## config.mk

```make
export PLATFORM = sky130hd
export DESIGN_NAME = cache_cfg_reg
export DESIGN_NICKNAME = d
export VERILOG_FILES = /design/src/rtl/ccr_pkg.sv /design/src/rtl/ccr_field_store.sv /design/src/rtl/ccr_engine_seq.sv /design/src/rtl/ccr_power_ctl.sv /design/src/rtl/cache_cfg_reg.sv
export SDC_FILE = /design/constraint.sdc
export NUM_CORES = 1
export LEC_CHECK = 0
export ABC_AREA = 0
export BUFFER_PORTS_ARGS = -buffer_cell sky130_fd_sc_hd__buf_2
export CORE_MARGIN = 4
export CORE_UTILIZATION = 43
export DETAILED_ROUTE_END_ITERATION = 8
export GPL_TIMING_DRIVEN = 0
export HOLD_SLACK_MARGIN = 0.06
export PLACE_DENSITY = 0.84
export SETUP_SLACK_MARGIN = 0.05
export SLEW_MARGIN = 10
export SYNTH_ARGS = -nofsm -noshare
export SYNTH_HDL_FRONTEND = slang
export SYNTH_SLANG_ARGS = --single-unit
```

## constraint.sdc

```tcl
create_clock -name clk -period 2.1 [get_ports clk]
set_clock_uncertainty 0.1 [all_clocks]
set_input_delay 0.315 -clock clk [delete_from_list [all_inputs] [get_ports clk]]
set_output_delay 0.315 -clock clk [all_outputs]
set_load 0.02 [all_outputs]
```

## src/rtl/ccr_pkg.sv

```systemverilog
package ccr_pkg;

    localparam int REG_W  = 32;

    // Vector index of each field (index 31 is the most significant bit).
    localparam int P_EN    = 31;
    localparam int P_PE    = 30;
    localparam int P_DO    = 22;
    localparam int P_INV   = 21;
    localparam int P_ZZ    = 20;
    localparam int P_WT    = 19;
    localparam int P_HWF   = 11;
    localparam int P_IO    = 10;
    localparam int P_CSTOP = 9;
    localparam int RSV_HI  = 7;
    localparam int RSV_LO  = 1;
    localparam int P_IP    = 0;

    function automatic logic [REG_W-1:0] writable_mask();
        logic [REG_W-1:0] m;
        m = '1;
        for (int i = RSV_LO; i <= RSV_HI; i++) begin
            m[i] = 1'b0;
        end
        m[P_IP] = 1'b0;
        return m;
    endfunction

    localparam logic [REG_W-1:0] WR_MASK = writable_mask();

    typedef enum logic [1:0] {
        ES_IDLE  = 2'd0,
        ES_INV   = 2'd1,
        ES_FLUSH = 2'd2
    } eng_state_t;

    typedef enum logic {
        PW_RUN = 1'b0,
        PW_LOW = 1'b1
    } pwr_state_t;

endpackage

```

## src/rtl/ccr_field_store.sv

```systemverilog
module ccr_field_store
    import ccr_pkg::*;
(
    input  logic             clk,
    input  logic             rst_n,
    input  logic             wr_en,
    input  logic [REG_W-1:0] wr_data,
    input  logic             inv_clr,
    input  logic             hwf_clr,
    output logic [REG_W-1:0] cfg_q,
    output logic             err_q
);

    logic [REG_W-1:0] cfg_d;
    logic             err_d;
    logic             en_now;
    logic             inv_base;
    logic             hwf_base;

    assign en_now = cfg_q[P_EN];

    always_comb begin
        inv_base = cfg_q[P_INV] & ~inv_clr;
        hwf_base = cfg_q[P_HWF] & ~hwf_clr;
        cfg_d    = cfg_q;
        if (wr_en) begin
            cfg_d = wr_data & WR_MASK;
            if (en_now) begin
                cfg_d[P_WT] = cfg_q[P_WT];
            end
            cfg_d[P_INV] = inv_base | (wr_data[P_INV] & ~en_now);
            cfg_d[P_HWF] = hwf_base | wr_data[P_HWF];
        end else begin
            cfg_d[P_INV] = inv_base;
            cfg_d[P_HWF] = hwf_base;
        end
        err_d = err_q | (wr_en & en_now & wr_data[P_INV]);
    end

    always_ff @(posedge clk or negedge rst_n) begin
        if (!rst_n) begin
            cfg_q <= '0;
            err_q <= 1'b0;
        end else begin
            cfg_q <= cfg_d;
            err_q <= err_d;
        end
    end

    // invalidate request refused while enabled
    a_r4_inv_refused: assert property (@(posedge clk) disable iff (!rst_n)
        (wr_en && cfg_q[P_EN] && wr_data[P_INV] && !cfg_q[P_INV]) |=> !cfg_q[P_INV]);

    // write-through frozen while enabled
    a_r5_wt_frozen: assert property (@(posedge clk) disable iff (!rst_n)
        (wr_en && cfg_q[P_EN]) |=> (cfg_q[P_WT] == $past(cfg_q[P_WT])));

    // error flag is sticky
    a_r6_err_sticky: assert property (@(posedge clk) disable iff (!rst_n)
        err_q |=> err_q);

    // a pending flush bit survives a write unless the engine finishes
    a_r8_hwf_kept: assert property (@(posedge clk) disable iff (!rst_n)
        (cfg_q[P_HWF] && !hwf_clr) |=> cfg_q[P_HWF]);

endmodule

```

## src/rtl/ccr_engine_seq.sv

```systemverilog
module ccr_engine_seq
    import ccr_pkg::*;
(
    input  logic clk,
    input  logic rst_n,
    input  logic inv_pend,
    input  logic hwf_pend,
    input  logic inv_done,
    input  logic flush_done,
    output logic inv_req,
    output logic flush_req,
    output logic inv_clr,
    output logic hwf_clr
);

    eng_state_t state_q;
    eng_state_t state_d;

    always_comb begin
        state_d = state_q;
        unique case (state_q)
            ES_IDLE: begin
                if (inv_pend) begin
                    state_d = ES_INV;
                end else if (hwf_pend) begin
                    state_d = ES_FLUSH;
                end
            end
            ES_INV: begin
                if (inv_done) begin
                    state_d = ES_IDLE;
                end
            end
            ES_FLUSH: begin
                if (flush_done) begin
                    state_d = ES_IDLE;
                end
            end
            default: state_d = ES_IDLE;
        endcase
    end

    always_ff @(posedge clk or negedge rst_n) begin
        if (!rst_n) begin
            state_q <= ES_IDLE;
        end else begin
            state_q <= state_d;
        end
    end

    always_comb begin
        inv_req   = 1'b0;
        flush_req = 1'b0;
        inv_clr   = 1'b0;
        hwf_clr   = 1'b0;
        unique case (state_q)
            ES_IDLE: ;
            ES_INV: begin
                inv_req = 1'b1;
                inv_clr = inv_done;
            end
            ES_FLUSH: begin
                flush_req = 1'b1;
                hwf_clr   = flush_done;
            end
            default: ;
        endcase
    end

    // one request at a time
    a_r7_one_request: assert property (@(posedge clk) disable iff (!rst_n)
        $onehot0({inv_req, flush_req}));

    // flush done ends the request and the pending bit
    a_r7_flush_ends: assert property (@(posedge clk) disable iff (!rst_n)
        (flush_req && flush_done) |=> (!flush_req && !hwf_pend));

    // invalidate done ends the request and the pending bit
    a_r3_inv_ends: assert property (@(posedge clk) disable iff (!rst_n)
        (inv_req && inv_done) |=> (!inv_req && !inv_pend));

endmodule

```

## src/rtl/ccr_power_ctl.sv

```systemverilog
module ccr_power_ctl
    import ccr_pkg::*;
(
    input  logic clk,
    input  logic rst_n,
    input  logic core_nap,
    input  logic core_sleep,
    input  logic zz_ctl,
    input  logic stop_ctl,
    output logic ram_zz,
    output logic ram_clk_en
);

    pwr_state_t state_q;
    pwr_state_t state_d;
    logic       low_req;

    assign low_req = core_nap | core_sleep;

    always_comb begin
        state_d = state_q;
        unique case (state_q)
            PW_RUN: if (low_req)  state_d = PW_LOW;
            PW_LOW: if (!low_req) state_d = PW_RUN;
            default: state_d = PW_RUN;
        endcase
    end

    always_ff @(posedge clk or negedge rst_n) begin
        if (!rst_n) begin
            state_q <= PW_RUN;
        end else begin
            state_q <= state_d;
        end
    end

    always_comb begin
        ram_zz     = 1'b0;
        ram_clk_en = 1'b1;
        unique case (state_q)
            PW_RUN: ;
            PW_LOW: begin
                ram_zz     = zz_ctl;
                ram_clk_en = ~stop_ctl;
            end
            default: ;
        endcase
    end

    // leaving nap and sleep releases both controls
    a_r10_exit_release: assert property (@(posedge clk) disable iff (!rst_n)
        !low_req |=> (!ram_zz && ram_clk_en));

endmodule

```

## src/rtl/cache_cfg_reg.sv

```systemverilog
module cache_cfg_reg
    import ccr_pkg::*;
#(
    parameter int PAR_W = 8
) (
    input  logic             clk,
    input  logic             rst_n,
    input  logic             wr_en,
    input  logic [31:0]      wr_data,
    output logic [31:0]      rd_data,
    input  logic             txn_accept,
    input  logic             inv_busy,
    input  logic             inv_done,
    input  logic             flush_done,
    input  logic             core_nap,
    input  logic             core_sleep,
    input  logic [PAR_W-1:0] par_in,
    output logic             inv_req,
    output logic             flush_req,
    output logic             cache_en,
    output logic             wt_mode,
    output logic             dside_only,
    output logic             iside_only,
    output logic             alloc_lock,
    output logic             ram_zz,
    output logic             ram_clk_en,
    output logic [PAR_W-1:0] par_out,
    output logic             cfg_err
);

    logic [REG_W-1:0] cfg_q;
    logic             inv_clr;
    logic             hwf_clr;
    logic             en_applied_q;

    ccr_field_store u_store (
        .clk     (clk),
        .rst_n   (rst_n),
        .wr_en   (wr_en),
        .wr_data (wr_data),
        .inv_clr (inv_clr),
        .hwf_clr (hwf_clr),
        .cfg_q   (cfg_q),
        .err_q   (cfg_err)
    );

    ccr_engine_seq u_seq (
        .clk        (clk),
        .rst_n      (rst_n),
        .inv_pend   (cfg_q[P_INV]),
        .hwf_pend   (cfg_q[P_HWF]),
        .inv_done   (inv_done),
        .flush_done (flush_done),
        .inv_req    (inv_req),
        .flush_req  (flush_req),
        .inv_clr    (inv_clr),
        .hwf_clr    (hwf_clr)
    );

    ccr_power_ctl u_pwr (
        .clk        (clk),
        .rst_n      (rst_n),
        .core_nap   (core_nap),
        .core_sleep (core_sleep),
        .zz_ctl     (cfg_q[P_ZZ]),
        .stop_ctl   (cfg_q[P_CSTOP]),
        .ram_zz     (ram_zz),
        .ram_clk_en (ram_clk_en)
    );

    always_ff @(posedge clk or negedge rst_n) begin
        if (!rst_n) begin
            en_applied_q <= 1'b0;
        end else if (txn_accept) begin
            en_applied_q <= cfg_q[P_EN];
        end
    end

    genvar g;
    generate
        for (g = 0; g < PAR_W; g++) begin : g_par
            assign par_out[g] = par_in[g] & cfg_q[P_PE];
        end
    endgenerate

    always_comb begin
        rd_data       = cfg_q;
        rd_data[P_IP] = inv_busy;
    end

    assign cache_en   = en_applied_q;
    assign wt_mode    = cfg_q[P_WT];
    assign dside_only = cfg_q[P_DO];
    assign iside_only = cfg_q[P_IO];
    assign alloc_lock = cfg_q[P_DO] & cfg_q[P_IO];

    // applied enable only moves on an accepted transaction
    a_r12_en_holds: assert property (@(posedge clk) disable iff (!rst_n)
        !txn_accept |=> $stable(cache_en));

endmodule

```

==> results.toml <==
[routing]
wl_met3_um = 268
vias = 1049
antenna_left = 0
drt-initial-drc-count = 26
met2WireLength_um = 1540
drc = 0
wl_um = 3050
post_drt_wl_per_cell_um = 12.8
highest_layer = "met4"
wl_met1_um = 1180
dr.pass1.iters = 4
via_per_inst = 4.39

[clocking]
worst_skew_pair.late_latency_ns = 0.32
cts_tree = "yes"
clockBufferDepth = 2
path_clk_slew_ns = 0.09
cts_buffers = 5
htreeDepth = 2
cts_sinks = 29
ctsResizeCount = 0
cts-root-buf = "clkbuf_4"

[floorplan]
die_x_um = 64.9
num_rows = 20
die_h_um = 64.9
ios = 99
core_sq_um = 3080
start_util_pct = 45.2
dieArea_sq_um = 4210

[critical_path]
start_kind = "primary input"
crit_required_ns = 2.22
critPathArrivalTime_ns = 1.76
crit_path_end_kind = "register"
worst-setup-path-type = "primary input to register"
crit_fanout = 1

[global_routing]
grt_pass1_wl_um = 4810
grt-ovfl-total = 0
grt_pass1_vias = 1061
antenna_found_initial = 0
grt_max_degree = 30
grt_usage_pct = 15.4

[place]
gp_congestion = 0.692
portBuffers = 81

[cells_and_area]
drive_gt1_share_pct = 68.2
diodes = 0
area_growth_pct = 41.9
layout_common_cells = "buf_2 (81), dfrtp_1 (29), mux2_4 (18)"
final_util_pct = 64.2
layout_commonest_cell = "buf_2"
final_nets = 243

[timing]
setup_tns_ns = 0
finalHoldViolCount = 0
worstMarginPinSlew_ns = 0.616
max_freq_ghz = 0.608
final-setup-viol-count = 0
slew_violations = 0
rsz0062_at_grt = "false"
period_share_pct = 78.3
relSlewSlack_pct = 58.9
post-route-min-period_ns = 1.64

[run]
maxCapViolations = 0

[yosys]
synthesis.yosys.warnings = 0
synthMuxAreaShare_pct = 23.5
synth-seq-cells = 29
synth.area.top_cells = "dfrtp_1 (52%), mux2_4 (19%), buf_4 (8.1%)"
synthCells = 97
netlist_area_sq_um = 1390
synth_top_family_by_area = "multiplexers"
synth_xor_area_share_pct = 0
synthFlopType = "dfrtp_1"
synth-async-reset-ratio_pct = 100
synth_edf_count = 0
yosys.area_share.simple_pct = 9.97
synthAdderAreaFrac_pct = 0
synth_compound_area_share_pct = 2.79
synth_area_per_cell_sq_um = 14.4
yosys.area.top_type = "dfrtp_1"
synthDistinctLibCells = 23
yosysSeqAreaShare_pct = 52.1
yosysTopAreaCellShare_pct = 52.1

[min_path]
hp-class = "primary input to register"

[power]
powerDensity_nw_per_um2 = 834
p_clk_share_pct = 23.3
combPwrFrac_pct = 32.8
intPower_mw = 1.11
seqPwrFrac_pct = 43.9
power_switching_mw = 0.541
p_leak_nw = 1.07
switching_share_pct = 32.8
vdd_ir_drop_max_uv = 557

[run_status]
status = "finished, final reports clean"
[metrics by stage]
| step | power [mW] | area [sq um] | setup WS (ns) | instances | hold slack [ns] |
|---|---|---|---|---|---|
| 5_1_grt | 1.75 | 1980 | 0.441 | 239 | 0.0799 |
| 6_report | 1.65 | 1980 | 0.456 | 239 | 0.0944 |
| 4_1_cts | 1.67 | 1980 | 0.465 | 239 | 0.0825 |
| 3_3_place_gp | 1.26 | 1880 | 0.916 | 228 | 0.272 |
| 3_5_place_dp | 1.28 | 1880 | 0.917 | 228 | 0.274 |
| 2_1_floorplan | 1.09 | 1420 | 0.899 | 103 | -0.0806 |
[kinds of logic after synthesis]
logic type / count (synthesis)
buf+inv: 18
mux: 23
simple gates: 21
compound gates: 5
flops: 29
other cells: 1
[per-layer routing]
layer | GRT usage (%) | up-vias
li1 | - | 501
met1 | 16.6 | 490
met2 | 26.6 | 51
met3 | 6.76 | 7
met4 | 5.54 | 0
met5 | 0 | -
[area by class of cell]
cell class / count / area (sq um)
buffer: 18 / 159
clock buffer: 7 / 65.1
clock inverter: 1 / 5.00
fill: 263 / 1100
multi-input combinational: 56 / 531
sequential: 29 / 726
tap: 44 / 55.1
timing repair buffer: 84 / 435
[critical path, stage by stage]
cell and delay (ns):
dlygate4sd3_1 0.53, buf_2 0.11, or2_2 0.25, dlygate4sd3_1 0.55
[synth_stat cells (2+ instances only)]
| master | number |
|---|---|
| nand2_1 | 2 |
| mux2_2 | 5 |
| nand3b_1 | 2 |
| dfrtp_1 | 29 |
| and2_1 | 10 |
| buf_4 | 15 |
| mux2_4 | 18 |
[final timing paths]
kind                             startpoint                end  slack [ns]  cells after the start
max                                core_nap      u_pwr.state_q        0.46                      4
min                                inv_done   u_seq.state_q[0]        0.09                      2
max reg2reg                u_seq.state_q[1]   u_seq.state_q[1]        0.98                      2
min reg2reg                   u_store.err_q      u_store.err_q        0.37                      1
max in group asynchronous             rst_n  u_store.cfg_q[27]        1.06                      2
min in group asynchronous             rst_n  u_store.cfg_q[23]        0.43                      2
[registers in the layout, summed over array words and instances, names as in the netlist]
signal	count
u_store.err_q	1
u_store.cfg_q	24
u_pwr.state_q	1
cache_en	1
u_seq.state_q	2
[what timing repair did]
action / in CTS / in global routing
hold endpoints to repair: 30 / 0
hold buffers: 3 / 0
setup buffers: 0 / 0
[power groups by stage]
stage | Sequential, mW | Combinational [mW] | Clock, mW
after floorplan | 0.767 | 0.320 | 0
after global placement | 0.728 | 0.534 | 0
after detailed placement | 0.732 | 0.545 | 0
after CTS | 0.723 | 0.549 | 0.397
after global routing | 0.739 | 0.582 | 0.427
final | 0.723 | 0.541 | 0.384
(Power assumes the default switching activity.)
